--- src/rtl/ecc_stat_pkg.sv ---
package ecc_stat_pkg;
    localparam int unsigned NLANE  = 4;
    localparam int unsigned KINDS  = 3;
    localparam int unsigned LANE_W = 64;
    // kind index inside a lane; the register groups kinds in this order
    localparam int unsigned K_SBE  = 0;
    localparam int unsigned K_ADR  = 1;
    localparam int unsigned K_DBE  = 2;

    typedef logic [KINDS-1:0] kind_vec_t;

    typedef struct packed {
        kind_vec_t flg;
    } lane_state_t;
endpackage

--- src/rtl/ecc_lane_flags.sv ---
module ecc_lane_flags
    import ecc_stat_pkg::*;
(
    input  logic      clk,
    input  logic      rst_n,
    input  logic      beat_vld,
    input  kind_vec_t err,
    input  kind_vec_t clr,
    output kind_vec_t flg
);
    lane_state_t st_d, st_q;

    always_comb begin
        st_d = st_q;
        for (int k = 0; k < KINDS; k++) begin
            if (clr[k]) st_d.flg[k] = 1'b0;
            // a set in the same cycle overrides the clear
            if (beat_vld && err[k]) st_d.flg[k] = 1'b1;
        end
    end

    always_ff @(posedge clk or negedge rst_n) begin
        if (!rst_n) st_q <= '0;
        else        st_q <= st_d;
    end

    assign flg = st_q.flg;

    for (genvar k = 0; k < KINDS; k++) begin : g_chk
        assert_set_R3: assert property (@(posedge clk) disable iff (!rst_n)
            (beat_vld && err[k]) |=> flg[k]);
        assert_setwins_R8: assert property (@(posedge clk) disable iff (!rst_n)
            (beat_vld && err[k] && clr[k]) |=> flg[k]);
        assert_hold_R5: assert property (@(posedge clk) disable iff (!rst_n)
            (flg[k] && !clr[k]) |=> flg[k]);
        assert_noset_R4: assert property (@(posedge clk) disable iff (!rst_n)
            (!flg[k] && !(beat_vld && err[k])) |=> !flg[k]);
        assert_clr_R6: assert property (@(posedge clk) disable iff (!rst_n)
            (clr[k] && !(beat_vld && err[k])) |=> !flg[k]);
    end
endmodule

--- src/rtl/ecc_stat_map.sv ---
module ecc_stat_map
    import ecc_stat_pkg::*;
#(
    parameter int unsigned LANES = NLANE,
    parameter int unsigned REG_W = 32
) (
    input  logic                         wr_en,
    input  logic [REG_W-1:0]             wdata,
    input  logic [LANES-1:0][KINDS-1:0]  flg,
    output logic [LANES-1:0][KINDS-1:0]  clr,
    output logic [REG_W-1:0]             rdata
);
    localparam int unsigned FLAG_W = LANES * KINDS;

    // bit position = kind * LANES + lane
    always_comb begin
        rdata = '0;
        clr   = '0;
        for (int k = 0; k < KINDS; k++) begin
            for (int l = 0; l < LANES; l++) begin
                rdata[k*LANES + l] = flg[l][k];
                clr[l][k]          = wr_en && wdata[k*LANES + l];
            end
        end
    end

    logic unused_rsvd;
    assign unused_rsvd = ^wdata[REG_W-1:FLAG_W];
endmodule

--- src/rtl/ecc_err_status.sv ---
module ecc_err_status
    import ecc_stat_pkg::*;
#(
    parameter int unsigned LANES = NLANE,
    parameter int unsigned REG_W = 32
) (
    input  logic             clk,
    input  logic             rst_n,
    input  logic             beat_vld,
    input  logic [LANES-1:0] sbe_pulse,
    input  logic [LANES-1:0] adr_pulse,
    input  logic [LANES-1:0] dbe_pulse,
    input  logic             csr_wr,
    input  logic [REG_W-1:0] csr_wdata,
    output logic [REG_W-1:0] csr_rdata
);
    localparam int unsigned FLAG_W = LANES * KINDS;

    logic [LANES-1:0][KINDS-1:0] flg_all;
    logic [LANES-1:0][KINDS-1:0] clr_all;

    for (genvar l = 0; l < LANES; l++) begin : g_lane
        kind_vec_t err_l;
        always_comb begin
            err_l        = '0;
            err_l[K_SBE] = sbe_pulse[l];
            err_l[K_ADR] = adr_pulse[l];
            err_l[K_DBE] = dbe_pulse[l];
        end

        ecc_lane_flags u_lane (
            .clk      (clk),
            .rst_n    (rst_n),
            .beat_vld (beat_vld),
            .err      (err_l),
            .clr      (clr_all[l]),
            .flg      (flg_all[l])
        );
    end

    ecc_stat_map #(.LANES(LANES), .REG_W(REG_W)) u_map (
        .wr_en (csr_wr),
        .wdata (csr_wdata),
        .flg   (flg_all),
        .clr   (clr_all),
        .rdata (csr_rdata)
    );

    // a write touching only reserved bits, with no valid beat, changes nothing
    assert_rsvd_R9: assert property (@(posedge clk) disable iff (!rst_n)
        (csr_wr && csr_wdata[FLAG_W-1:0] == '0 && !beat_vld) |=> $stable(csr_rdata));
    // without a write, the readback can only gain bits
    assert_nowr_R7: assert property (@(posedge clk) disable iff (!rst_n)
        !csr_wr |=> ((csr_rdata & $past(csr_rdata)) == $past(csr_rdata)));
endmodule

--- config.mk ---
export PLATFORM = sky130hd
export DESIGN_NAME = ecc_err_status
export DESIGN_NICKNAME = d
export VERILOG_FILES = /design/src/rtl/ecc_stat_pkg.sv /design/src/rtl/ecc_lane_flags.sv /design/src/rtl/ecc_stat_map.sv /design/src/rtl/ecc_err_status.sv
export SDC_FILE = /design/constraint.sdc
export NUM_CORES = 1
export LEC_CHECK = 0
export BUFFER_PORTS_ARGS = -buffer_cell sky130_fd_sc_hd__clkbuf_2
export CAP_MARGIN = 20
export CORE_MARGIN = 3
export CORE_UTILIZATION = 31
export CTS_CLUSTER_SIZE = 20
export DETAILED_ROUTE_END_ITERATION = 8
export PLACE_DENSITY = 0.79
export SETUP_SLACK_MARGIN = 0.5
export SLEW_MARGIN = 30
export SYNTH_ARGS = -nofsm -noshare
export SYNTH_HDL_FRONTEND = slang
export SYNTH_SLANG_ARGS = --single-unit
--- constraint.sdc ---
create_clock -name clk -period 0.8 [get_ports clk]
set_input_delay 0.04 -clock clk [delete_from_list [all_inputs] [get_ports clk]]
set_output_delay 0.04 -clock clk [all_outputs]
set_load 0.01 [all_outputs]
== Yosys cells after proc, flatten, opt, wreduce, memory -nomap -nowiden ==
Index checks and enable logic that the tools add are counted.

* Register bits: 12
* Latch bits: 0
* Bits in read-only memories: 0
* Memories: 0
* Memory bits (writable): 0

* Multiply operators: 0
* Shift-type cells: 0
* Mux-type cells: 24
* Divide/modulo/power cells: 0
* Add/subtract/negate cells: 0
* Equal/unequal tests: 0
* Bitwise logic cells: 0
* $lt $le $gt $ge: 0
* Reductions and logical operators: 36

{| class="wikitable"
|+ Operators with widths
! kind !! number
|-
| $logic_and 1x1->1 || 24
|-
| $mux 1 || 24
|-
| $reduce_bool 2->1 || 12
|}

== Depth between registers and ports, before layout ==
* Depth after elaboration: 3
* Mapped depth: 3
* Mapped depth without buffers: 2

== Modules after synthesis ==
Synthesis repeated with hierarchy kept, for this count alone.

* Cell total of the unflattened synthesis: 94
* Area total of the unflattened synthesis: 835.8 µm²

{| class="wikitable"
|+ Modules (own cells, without submodules)
! module !! cells each !! area an instance (µm²) !! times used
|-
| ecc_lane_flags || 12 || 123.9 || 4
|-
| ecc_stat_map || 46 || 340.3 || 1
|}

== Worst setup path before layout ==
Ideal clock, no wire load.

* Path kind: register to register
* From: register g_lane[0].u_lane.flg[0] (netlist name)
* To: register g_lane[0].u_lane.st_q, in the netlist g_lane[0].u_lane.flg[0]
* Library setup time: 121 ps
* Arrival time: 583 ps
* Path slack: 96 ps
* Buffers on the path: 0
* Cell stages (with the launch flop): 2
* Period minus slack after synthesis: 704 ps
* Required time: 679 ps
* Path through: dfrtp_1 > a22o_1

{| class="wikitable"
|+ RTL lines
! element !! RTL line !! source
|-
| end signal, assigned || ecc_lane_flags.sv:24 || <nowiki>else st_q <= st_d;</nowiki>
|-
| end, declared || ecc_lane_flags.sv:11 || <nowiki>lane_state_t st_d, st_q;</nowiki>
|}

== Worst setup path after layout ==
* From: register g_lane[1].u_lane.st_q, in the netlist g_lane[1].u_lane.flg[2]
* To: output port csr_rdata[9]

{| class="wikitable"
|+ RTL lines
! element !! RTL line !! source
|-
| start, declared || ecc_lane_flags.sv:11 ||
|-
| start signal, assigned || ecc_lane_flags.sv:24 ||
|-
| end, declared || ecc_err_status.sv:15 || <nowiki>output logic [REG_W-1:0] csr_rdata</nowiki>
|}

No word-level cell between the ends.

==> impl_metrics.yaml <==
synth:
  synth_top_area_share_pct: 48.4
  ys_seq_elements: 12
  synth_top_family_by_area: "buffers and inverters"
  synthFlopType: "dfrtp_1"
  synthArstFlopShare_pct: 100
  synth_compound_area_share_pct: 16.9
  ys_seq_area_share_pct: 48.4
  synthSimpleGateAreaFrac_pct: 7.26
  synth_cell_type_count: 7
  yosys.area.top_type: "dfrtp_1"
  synthAdderAreaFrac_pct: 0
  yosysMostFrequentCell: "buf_4"
  synth_edf_count: 0
  syn_area_per_cell_sq_um: 10.5
  synthTopCellsByCount: "20 x buf_4, 12 x a22o_1, 12 x dfrtp_1, 12 x nand2_1"
  muxShareOfSynthArea_pct: 0
  yosys_warnings: 0
  synthXorXnorAreaFrac_pct: 0
  synth_area_leaders: "dfrtp_1 48%, buf_4 24%, a22o_1 17%, nand2_1 7.3%, buf_6 1.8%"
  synth_cells: 59
  synth_area_sq_um: 621
pwr:
  p_leak_uw: 0.000502
  power.density_nw_per_um2: 1730
  power_uw: 1470
  ir_drop_mv: 0.636
critical_path:
  path_delay_family: "flip-flops"
  r2r_start: "g_lane[0].u_lane.flg[0]$_DFFE_PN0P_"
  critPathBufInv: 1
  critical_path_class: "reg -> out"
  worstPathCellList: "clkbuf_2"
  arrival_ns: 0.79
  timing.rr.end: "g_lane[0].u_lane.flg[0]$_DFFE_PN0P_"
  slowest_delay_ns: 0.40
  slowest_stage: "dfrtp_1"
  worst_setup_path_end_kind: "output pin"
  cp_max_fo: 2
  r2r_setup_slack_ns: -0.01
  crit_path_start: "g_lane[1].u_lane.flg[2]$_DFFE_PN0P_"
  cp.required_ns: 0.76
  worstSetupStartpointType: "flop"
  reg2reg_depth: 2
route:
  avgViaCountPerCell: 3.95
  drt_iter0_drc: 1
  routed_wirelength_microns: 1490
  drtPass1Iterations: 4
  ant_nets: 0
  drc_errors: 0
  wl_per_cell_microns: 11.3
  vias: 522
cts:
  clkSlewWorstSetupHoldPaths_ns: 0.07
  clock_sinks: 12
  cts-root-buf: "clkbuf_4"
  cts_tree: "built"
  cts-buffers-inserted: 3
  htree_levels: 1
  clk_latency_ns: 0.26
  cts.path.max_buffers: 2
sta:
  clock_skew_ns: 0
  fin_crit_sh_pct: 104
  fmax_mhz: 1200
  maxSlewViolCount: 0
  whs_ns: -0.350
  rsz0062_at_grt: "true"
  hold_violations: 12
  fin_ws_ns: -0.0313
  finalSetupViolations: 14
  period_minus_slack_ns: 0.831
status:
  outcome: "finished, violations left"
  violations: "hold timing, setup timing"
job:
  maxCapViolations: 0
grt:
  grt_pass1_wl_microns: 2160
  grt_pass1_vias: 482
  grt_use_total_pct: 11.6
  grt_overflow: 0
  grt_max_degree: 13
  antenna_found_initial: 0
die:
  fp-row-count: 15
  die_w_microns: 50.7
  design.core.area_sq_um: 1800
  initial_core_util_pct: 34.4
  die_h_microns: 50.7
  boundaryPins: 80
  dieArea_sq_um: 2570
placement:
  dp_slack_ns: 0.0842
  io_buffers: 39
  gp_congestion: 0.608
  post-dp-hpwl_microns: 1120
cells_and_area:
  nets: 157
  layout-drive-gt1-share_pct: 47.7
  largest_reg_flops: 12
  fillers: 195
  syn_to_final_growth_pct: 36.9
  diodes: 0
worst_hold_path:
  hold_path_class: "in -> async"
per-stage QoR:
stage,cells,TNS (ns),cell area [sq um],utilization (%)
2_1_floorplan,78,0,692,-
3_3_place_gp,120,0,752,41.7
3_5_place_dp,120,0,752,41.7
4_1_cts,127,-0.201,805,44.7
5_1_grt,132,-0.685,850,47.2
6_report,132,-0.177,850,47.2
layout make-up:
type / instances / area [sq um] / share of cell area [%]
timing repair buffer: 48 / 270 / 31.8
clock buffer: 3 / 22.5 / 2.65
tap: 25 / 31.3 / 3.68
sequential: 12 / 300 / 35.3
multi-input combinational: 44 / 225 / 26.5
worst max path at each step:
| stage | slack, ns | cells after the start | to |
|---|---|---|---|
| 6_report | -0.03 | 1 | csr_rdata[9] |
| 3_5_place_dp | 0.08 | 3 | g_lane[2].u_lane.flg[1]$_DFFE_PN0P_ |
| 2_1_floorplan | 0.11 | 1 | g_lane[0].u_lane.flg[0]$_DFFE_PN0P_ |
| 3_3_place_gp | 0.11 | 3 | g_lane[2].u_lane.flg[0]$_DFFE_PN0P_ |
| 5_1_grt | -0.06 | 1 | csr_rdata[9] |
| 4_1_cts | -0.03 | 1 | csr_rdata[5] |
cells by family after synthesis:
group                  Yosys count
flip-flops                      12
other                            1
AND/OR/NAND/NOR                 12
buffers and inverters           22
AO/OA/AOI/OAI                   12
where the power goes:
group | leakage (uW) | switching, uW | internal, uW | total, uW
registers | 0.000136 | 39.5 | 676 | 715
logic | 0.000352 | 193 | 213 | 405
clock network | 0.0000138 | 177 | 174 | 351
total | 0.000502 | 410 | 1060 | 1470
per-layer routing:
| metal | part of all wire (%) | vias up | GRT usage, % |
|---|---|---|---|
| met1 | 38 | 235 | 13.1 |
| met5 | 0 | - | 0 |
| li1 | - | 255 | - |
| met3 | 11 | 0 | 3.56 |
| met4 | 0 | 0 | 5.38 |
| met2 | 51 | 32 | 20.0 |
repair_timing:
action	in CTS	in global routing
setup buffers	4	5
pin swaps	0	1
resized for setup	0	3
hold endpoints to repair	14	12
endpoints found under the setup margin	24	24
placed cells by master, fill, tap and decap left out, drive strengths merged:
cell	synthesis	final
clkbuf	0	41
conb	1	20
dfrtp	12	12
buf	22	10
a22o	12	12
nand2	12	12
Power figures use the tool's default switching activity.
